File: config.mk
export PLATFORM = sky130hd
export DESIGN_NAME = hz_stall_unit
export DESIGN_NICKNAME = d
export VERILOG_FILES = /design/src/rtl/hz_pkg.sv /design/src/rtl/hz_src_match.sv /design/src/rtl/hz_loaduse_det.sv /design/src/rtl/hz_branch_squash.sv /design/src/rtl/hz_ctrl_merge.sv /design/src/rtl/hz_stall_unit.sv
export SDC_FILE = /design/constraint.sdc
export NUM_CORES = 1
export LEC_CHECK = 0
export CAP_MARGIN = 10
export CORE_AREA = 2 2 39 41
export DETAILED_ROUTE_END_ITERATION = 10
export DIE_AREA = 0 0 41 43
export PLACE_DENSITY = 0.44
export SLEW_MARGIN = 20
export SYNTH_ARGS = -nofsm -noshare
export SYNTH_HDL_FRONTEND = slang
export SYNTH_SLANG_ARGS = --single-unit
File: constraint.sdc
create_clock -name vclk -period 2.3
set_input_delay 0.23 -clock vclk [all_inputs]
set_output_delay 0.23 -clock vclk [all_outputs]
set_load 0.05 [all_outputs]
File: src/rtl/hz_pkg.sv
package hz_pkg;
  typedef struct packed {
    logic pc_we;
    logic fd_we;
    logic de_bubble;
    logic fd_flush;
  } hz_ctrl_t;
endpackage

File: src/rtl/hz_src_match.sv
module hz_src_match #(
  parameter int REG_AW       = 5,
  parameter bit HAS_ZERO_REG = 1'b1
) (
  input  logic              producer_load,
  input  logic [REG_AW-1:0] producer_dst,
  input  logic [REG_AW-1:0] consumer_src,
  input  logic              consumer_reads,
  output logic              hit
);
  logic dst_live;

  generate
    if (HAS_ZERO_REG) begin : g_zero
      // index 0 is hard-wired and never carries a loaded value
      assign dst_live = |producer_dst;
    end else begin : g_nozero
      assign dst_live = 1'b1;
    end
  endgenerate

  assign hit = producer_load & dst_live & consumer_reads &
               (producer_dst == consumer_src);
endmodule

File: src/rtl/hz_loaduse_det.sv
module hz_loaduse_det #(
  parameter int REG_AW         = 5,
  parameter bit HAS_ZERO_REG   = 1'b1,
  parameter bit STORE_DATA_FWD = 1'b0
) (
  input  logic              ex_load,
  input  logic [REG_AW-1:0] ex_dst,
  input  logic [REG_AW-1:0] dec_src_a,
  input  logic [REG_AW-1:0] dec_src_b,
  input  logic              dec_reads_a,
  input  logic              dec_reads_b,
  input  logic              dec_is_store,
  output logic              stall_req
);
  localparam int NSRC = 2;

  logic [REG_AW-1:0] src   [NSRC];
  logic              reads [NSRC];
  logic [NSRC-1:0]   hits;
  logic              b_covered;

  assign src[0]   = dec_src_a;
  assign src[1]   = dec_src_b;
  assign reads[0] = dec_reads_a;
  assign reads[1] = dec_reads_b;

  generate
    for (genvar i = 0; i < NSRC; i++) begin : g_src
      hz_src_match #(
        .REG_AW      (REG_AW),
        .HAS_ZERO_REG(HAS_ZERO_REG)
      ) u_match (
        .producer_load (ex_load),
        .producer_dst  (ex_dst),
        .consumer_src  (src[i]),
        .consumer_reads(reads[i]),
        .hit           (hits[i])
      );
    end
  endgenerate

  // store data may be served later by a memory-stage bypass
  assign b_covered = dec_is_store & STORE_DATA_FWD;
  assign stall_req = hits[0] | (hits[1] & ~b_covered);
endmodule

File: src/rtl/hz_branch_squash.sv
module hz_branch_squash (
  input  logic br_taken,
  output logic squash_req
);
  // not-taken prediction: only a taken outcome needs repair
  assign squash_req = br_taken;
endmodule

File: src/rtl/hz_ctrl_merge.sv
module hz_ctrl_merge
  import hz_pkg::*;
(
  input  logic     stall_req,
  input  logic     squash_req,
  output hz_ctrl_t ctrl
);
  always_comb begin
    ctrl = '{pc_we: 1'b1, fd_we: 1'b1, de_bubble: 1'b0, fd_flush: 1'b0};
    if (squash_req) begin
      // redirect wins: front end loads the target path
      ctrl.fd_flush  = 1'b1;
      ctrl.de_bubble = 1'b1;
    end else if (stall_req) begin
      ctrl.pc_we     = 1'b0;
      ctrl.fd_we     = 1'b0;
      ctrl.de_bubble = 1'b1;
    end
  end
endmodule

File: src/rtl/hz_stall_unit.sv
module hz_stall_unit
  import hz_pkg::*;
#(
  parameter int REG_AW         = 5,
  parameter bit HAS_ZERO_REG   = 1'b1,
  parameter bit STORE_DATA_FWD = 1'b0
) (
  input  logic              ex_load,
  input  logic [REG_AW-1:0] ex_dst,
  input  logic [REG_AW-1:0] dec_src_a,
  input  logic [REG_AW-1:0] dec_src_b,
  input  logic              dec_reads_a,
  input  logic              dec_reads_b,
  input  logic              dec_is_store,
  input  logic              br_taken,
  output logic              pc_we,
  output logic              fd_we,
  output logic              de_bubble,
  output logic              fd_flush
);
  logic     stall_req;
  logic     squash_req;
  hz_ctrl_t ctrl;

  hz_loaduse_det #(
    .REG_AW        (REG_AW),
    .HAS_ZERO_REG  (HAS_ZERO_REG),
    .STORE_DATA_FWD(STORE_DATA_FWD)
  ) u_det (
    .ex_load     (ex_load),
    .ex_dst      (ex_dst),
    .dec_src_a   (dec_src_a),
    .dec_src_b   (dec_src_b),
    .dec_reads_a (dec_reads_a),
    .dec_reads_b (dec_reads_b),
    .dec_is_store(dec_is_store),
    .stall_req   (stall_req)
  );

  hz_branch_squash u_sq (
    .br_taken  (br_taken),
    .squash_req(squash_req)
  );

  hz_ctrl_merge u_merge (
    .stall_req (stall_req),
    .squash_req(squash_req),
    .ctrl      (ctrl)
  );

  assign pc_we     = ctrl.pc_we;
  assign fd_we     = ctrl.fd_we;
  assign de_bubble = ctrl.de_bubble;
  assign fd_flush  = ctrl.fd_flush;

  always_comb begin

    squash_advances_chk: assert (!br_taken || (fd_flush && de_bubble && pc_we && fd_we));

    freeze_needs_bubble_chk: assert (pc_we || (de_bubble && !fd_flush && !fd_we));

    zero_dst_quiet_chk: assert (!(HAS_ZERO_REG && ex_dst == '0) || (de_bubble == br_taken && pc_we));

    non_load_quiet_chk: assert (ex_load || (de_bubble == br_taken && pc_we && fd_we));

    src_a_freeze_chk: assert (!(ex_load && ex_dst != '0 && dec_reads_a &&
                                ex_dst == dec_src_a && !br_taken) || (!pc_we && de_bubble));

    store_data_chk: assert (!(STORE_DATA_FWD == 1'b0 && ex_load && ex_dst != '0 &&
                              dec_is_store && dec_reads_b && ex_dst == dec_src_b &&
                              !br_taken) || !fd_we);
  end
endmodule

==> impl_metrics.json, run 1 <==
{
  "status": "finished, final reports clean",
  "worstSetupPathType": "input pin to primary output",
  "ys_warn_count": 0,
  "dieWidth_um": 41,
  "wl_um": 499,
  "max-vdd-ir-drop_mv": 0.0474,
  "drt_iter0_drc": 0,
  "place_area_um2": 415,
  "ant_nets": 0,
  "gr-total-overflow": 0,
  "netlist_instances": 20,
  "vias_per_cell": 3.70,
  "place.gp.congestion": 0.687,
  "clockPowerShare": 0,
  "antenna_cells": 0,
  "rows": 14,
  "syn_nets": 40,
  "path_depth": 6,
  "drive_gt1_frac": 0.0976,
  "seq_power_share": 0,
  "worstMarginPinSlew_ns": 0.492,
  "syn_area_um2": 163,
  "design.die.area_um2": 1760,
  "swShare": 0.383,
  "fin_area_um2": 415,
  "slowest_delay_ns": 0.45,
  "worst-path-buf-inv": 2,
  "yosys.cell_types.count": 11,
  "num_vias": 211,
  "synth_area_leaders": "xor2_1 (43%), xnor2_1 (11%), buf_4 (9.2%)",
  "grt_start_max_net_pins": 4,
  "fin_nets": 63,
  "min_path_type": "input pin to primary output",
  "seq_cell_count": 0,
  "wl_per_cell_um": 8.75,
  "coreArea_um2": 1380,
  "hold_viol": 0,
  "p_leak_nw": 0.151,
  "synth_top_area_cell": "xor2_1",
  "required_ns": 2.07,
  "fin_crit_ns": 2.11,
  "synth_top_area_frac": 0.431,
  "grt_usage": 0.0659,
  "portBuffers": 23,
  "clkbuf_count": 0,
  "intPower_w": 0.0000431,
  "setup_viol": 0,
  "powerDensity_nw_per_um2": 168,
  "register_area_um2": 0,
  "slew-limit-headroom": 0.671,
  "crit_fanout": 3,
  "crit_start": "ex_dst[4]",
  "grt_pass1_wl_um": 869,
  "syn_avg_cell_area_um2": 8.13,
  "fmax_mhz": 474,
  "final_core_util": 0.300,
  "min_period_over_period": 0.918,
  "ios": 24,
  "setup-tns-final_ns": 0,
  "pwr-share-comb": 1.000,
  "drc": 0,
  "area_growth_pct": 155,
  "cts_resized": 0,
  "dr.pass1.iters": 1,
  "endpoint": "fd_we",
  "crit_family": "simple AND/OR/NAND/NOR gates",
  "die_height_um": 43,
  "antenna_found_initial": 0,
  "slowest_stage": "clkdlybuf4s50_1",
  "design_power_total_w": 0.0000698,
  "hold_buffers": 0,
  "slew_violations": 0,
  "cp-end-kind": "primary output",
  "cp.arrival_ns": 1.88,
  "cts_post_setup_buffers_inserted": 0,
  "first_global_vias": 209,
  "rsz0062_at_grt": "false",
  "p_sw_w": 0.0000268,
  "path_cells": "clkdlybuf4s50_1 -> xor2_1 -> nor4_2 -> a32oi_1 -> or3_1 -> buf_12",
  "initial_core_util": 0.118,
  "maxCapViolCount": 0,
  "setup.worst_path.start_class": "input pin",
  "synth_seq_area_share": 0
}
## worst min-delay path by stage
stage | start | to | slack (ns) | cells past startpoint
2_1_floorplan | br_taken | fd_flush | 0.63 | 1
3_3_place_gp | ex_load | de_bubble | 1.22 | 4
3_5_place_dp | ex_load | de_bubble | 1.23 | 4
4_1_cts | ex_load | de_bubble | 1.24 | 4
5_1_grt | br_taken | de_bubble | 1.30 | 3
6_report | ex_load | de_bubble | 1.23 | 4
## cell usage after synthesis
library cell and count:
a32oi_1 1, and2_0 1, buf_4 2, nor4_1 1, nor4_2 1, o21ai_0 1
o21bai_1 1, or3_1 1, or4_1 1, xnor2_1 2, xor2_1 8
## per-stage QoR
stage	worst slack, ns	hold slack (ns)	std cells
2_1_floorplan	0.440	0.627	20
3_3_place_gp	0.162	1.22	57
3_5_place_dp	0.164	1.23	57
4_1_cts	0.165	1.24	57
5_1_grt	0.0199	1.30	57
6_report	0.189	1.23	57
## layer usage
metal | part of all wire | global-route usage | vias to the layer above | wire [um]
met4 | 0 | 0 | 0 | 0
li1 | - | - | 112 | -
met2 | 0.46 | 0.109 | 16 | 228
met5 | 0 | 0 | - | 0
met3 | 0.14 | 0.00524 | 0 | 69
met1 | 0.40 | 0.0949 | 83 | 201
## cell usage in the layout, fill, tap and decap left out
cell	instances
a32oi_1	1
and2_0	1
buf_12	2
buf_4	1
clkdlybuf4s50_1	20
nor4_1	1
nor4_2	1
o21ai_0	1
o21bai_1	1
or3_1	1
or4_1	1
xnor2_1	2
xor2_1	8
## final cells by class
cell class | count | area (um^2)
timing repair buffer | 23 | 248
fill | 146 | 968
multi-input combinational | 18 | 148
tap | 16 | 20.0
## cell families after synthesis
group,Yosys count,synth area share
xor+xnor,10,0.538
simple gates,5,0.239
compound gates,3,0.131
buf+inv,2,0.0923
## power groups by stage
| stage | registers (W) | clock network [W] | logic (W) |
|---|---|---|---|
| final | 0 | 0 | 0.0000698 |
| after global routing | 0 | 0 | 0.0000771 |
| after global placement | 0 | 0 | 0.0000702 |
| after CTS | 0 | 0 | 0.0000712 |
| after floorplan | 0 | 0 | 0.0000276 |
| after detailed placement | 0 | 0 | 0.0000709 |
Power figures use the tool's default switching activity.
==> inputs of run 2 (changes only) <==
Clock period 2.3 ns to 2.6 ns, I/O delays scaled along.
==> results of run 2 <==
The final DEF is identical to that of run 1. Status: finished, final reports clean.
Among the figures that moved: setup slack after placement 0.164 ns -> 0.404 ns; setup slack after layout 0.189 ns -> 0.429 ns; hold slack 1.23 ns -> 1.29 ns; total power 0.0000698 W -> 0.0000618 W; worst IR drop on VDD 0.0474 mV -> 0.0420 mV
==> inputs of run 3 (changes only) <==
Clock period 2.6 ns to 2.05 ns, I/O delays scaled along.
==> impl_metrics.json, run 3 (synthesis results as in run 1) <==
{
  "grt_util_met3": 0,
  "initial_core_util": 0.118,
  "hold_viol": 0,
  "swShare": 0.406,
  "place.gp.congestion": 0.681,
  "pwr-share-comb": 1.000,
  "drive_gt1_frac": 0.233,
  "register_area_um2": 0,
  "final_core_util": 0.339,
  "p_sw_w": 0.0000333,
  "grt_pass1_wl_um": 779,
  "grt_start_max_net_pins": 4,
  "p_leak_nw": 0.246,
  "hold_depth": 4,
  "drt_iter0_drc": 0,
  "crit_fanout": 2,
  "slowest_stage": "or3_4",
  "max-vdd-ir-drop_mv": 0.0486,
  "maxCapViolCount": 0,
  "antenna_found_initial": 0,
  "fin_cells": 59,
  "ant_nets": 0,
  "ios": 24,
  "slowest_delay_ns": 0.44,
  "path_cells": "clkdlybuf4s50_1 -> xor2_1 -> nor4_2 -> a32oi_1 -> or3_4 -> buf_12",
  "min_path_type": "input pin to primary output",
  "final_common_cell": "clkdlybuf4s50_1",
  "setup_viol": 0,
  "dpl.cell_count": 59,
  "grt_usage": 0.0599,
  "min_to": "de_bubble",
  "clkbuf_count": 0,
  "status": "finished, final reports clean",
  "num_vias": 227,
  "intPower_w": 0.0000487,
  "worstSetupPathType": "input pin to primary output",
  "worst-path-buf-inv": 2,
  "wl_um": 554,
  "crit_family": "simple AND/OR/NAND/NOR gates",
  "fin_crit_ns": 1.92,
  "powerDensity_nw_per_um2": 175,
  "fmax_mhz": 521,
  "die_height_um": 43,
  "vias_per_cell": 3.85,
  "design.die.area_um2": 1760,
  "required_ns": 1.85,
  "area_growth_pct": 188,
  "fillCellCount": 141,
  "dieWidth_um": 41,
  "cp-end-kind": "primary output",
  "coreArea_um2": 1380,
  "first_global_vias": 205,
  "use_met2": 0.0969,
  "rsz0062_at_grt": "false",
  "setup.worst_path.start_class": "input pin",
  "grt.busiest_layer": "met2",
  "rows": 14,
  "gr-total-overflow": 0,
  "wl_per_cell_um": 9.39,
  "slew-limit-headroom": 0.854,
  "dr.pass1.iters": 1,
  "mostFrequentLayoutCells": "clkdlybuf4s50_1 (10), dlymetal6s2s_1 (9), xor2_1 (7), buf_4 (4)",
  "worstMarginPinSlew_ns": 0.217,
  "clockPowerShare": 0,
  "slew_violations": 0,
  "fin_nets": 65,
  "min_period_over_period": 0.937,
  "holdCritStartpoint": "ex_dst[0]",
  "drc": 0,
  "portBuffers": 23,
  "gr-usage-met1": 0.0918,
  "seq_power_share": 0,
  "cp.arrival_ns": 1.72,
  "antenna_cells": 0,
  "seq_cell_count": 0
}
[run 3: cell types whose count changed in the layout (fill, tap and decap cells not counted), sizes merged]
cell	delta
buf	+3
dlymetal6s2s	+9
clkdlybuf4s50	-10
[run 3: final cells by class]
class / instances / area (um^2) / area share
multi-input combinational: 18 / 166 / 0.355
timing repair buffer: 25 / 283 / 0.603
tap: 16 / 20.0 / 0.0427
[run 3: worst max-delay path by stage]
stage	cells after the start	end	from	slack [ns]
after global routing	6	fd_we	dec_src_b[4]	0.005
final	6	fd_we	dec_src_b[4]	0.13
after floorplan	4	pc_we	ex_dst[1]	0.24
after CTS	6	fd_we	ex_dst[1]	0.005
after global placement	6	fd_we	ex_dst[2]	-0.04
after detailed placement	6	fd_we	ex_dst[2]	-0.08
[run 3: per-stage QoR]
step | total power, W | area (um^2) | setup slack, ns | hold slack (ns) | setup TNS [ns]
3_3_place_gp | 0.0000807 | 428 | -0.0447 | 1.04 | -0.0893
4_1_cts | 0.0000821 | 433 | 0.00517 | 1.06 | 0
6_report | 0.0000821 | 469 | 0.129 | 1.04 | 0
5_1_grt | 0.0000900 | 469 | 0.00487 | 1.08 | 0
3_5_place_dp | 0.0000814 | 428 | -0.0795 | 1.05 | -0.159
2_1_floorplan | 0.0000310 | 163 | 0.240 | 0.577 | 0
[run 3: repair_timing]
| action | CTS | global route |
|---|---|---|
| endpoints found under the hold margin | 0 | 0 |
| setup buffers | 0 | 0 |
| gates resized for setup | 1 | 12 |
| endpoints found under the setup margin | 2 | 3 |
| cloned | 0 | 0 |
| pin swaps | 1 | 4 |
| hold buffers | 0 | 0 |
[run 3: power by group through the flow]
| stage | combinational (W) | sequential (W) | clock (W) |
|---|---|---|---|
| after floorplan | 0.0000310 | 0 | 0 |
| after global placement | 0.0000807 | 0 | 0 |
| after detailed placement | 0.0000814 | 0 | 0 |
| after CTS | 0.0000821 | 0 | 0 |
| after global routing | 0.0000900 | 0 | 0 |
| final | 0.0000821 | 0 | 0 |
[run 3: routing by layer]
metal	wire [um]	vias to the layer above	share of wire
li1	-	115	-
met1	222	96	0.40
met3	81	0	0.15
met4	0	0	0
met5	0	-	0
met2	250	16	0.45
[run 3: tightest hold or removal path, stage by stage]
cell,delay [ns]
dlymetal6s2s_1,0.18
o21ai_1,0.12
o21bai_1,0.14
buf_4,0.19
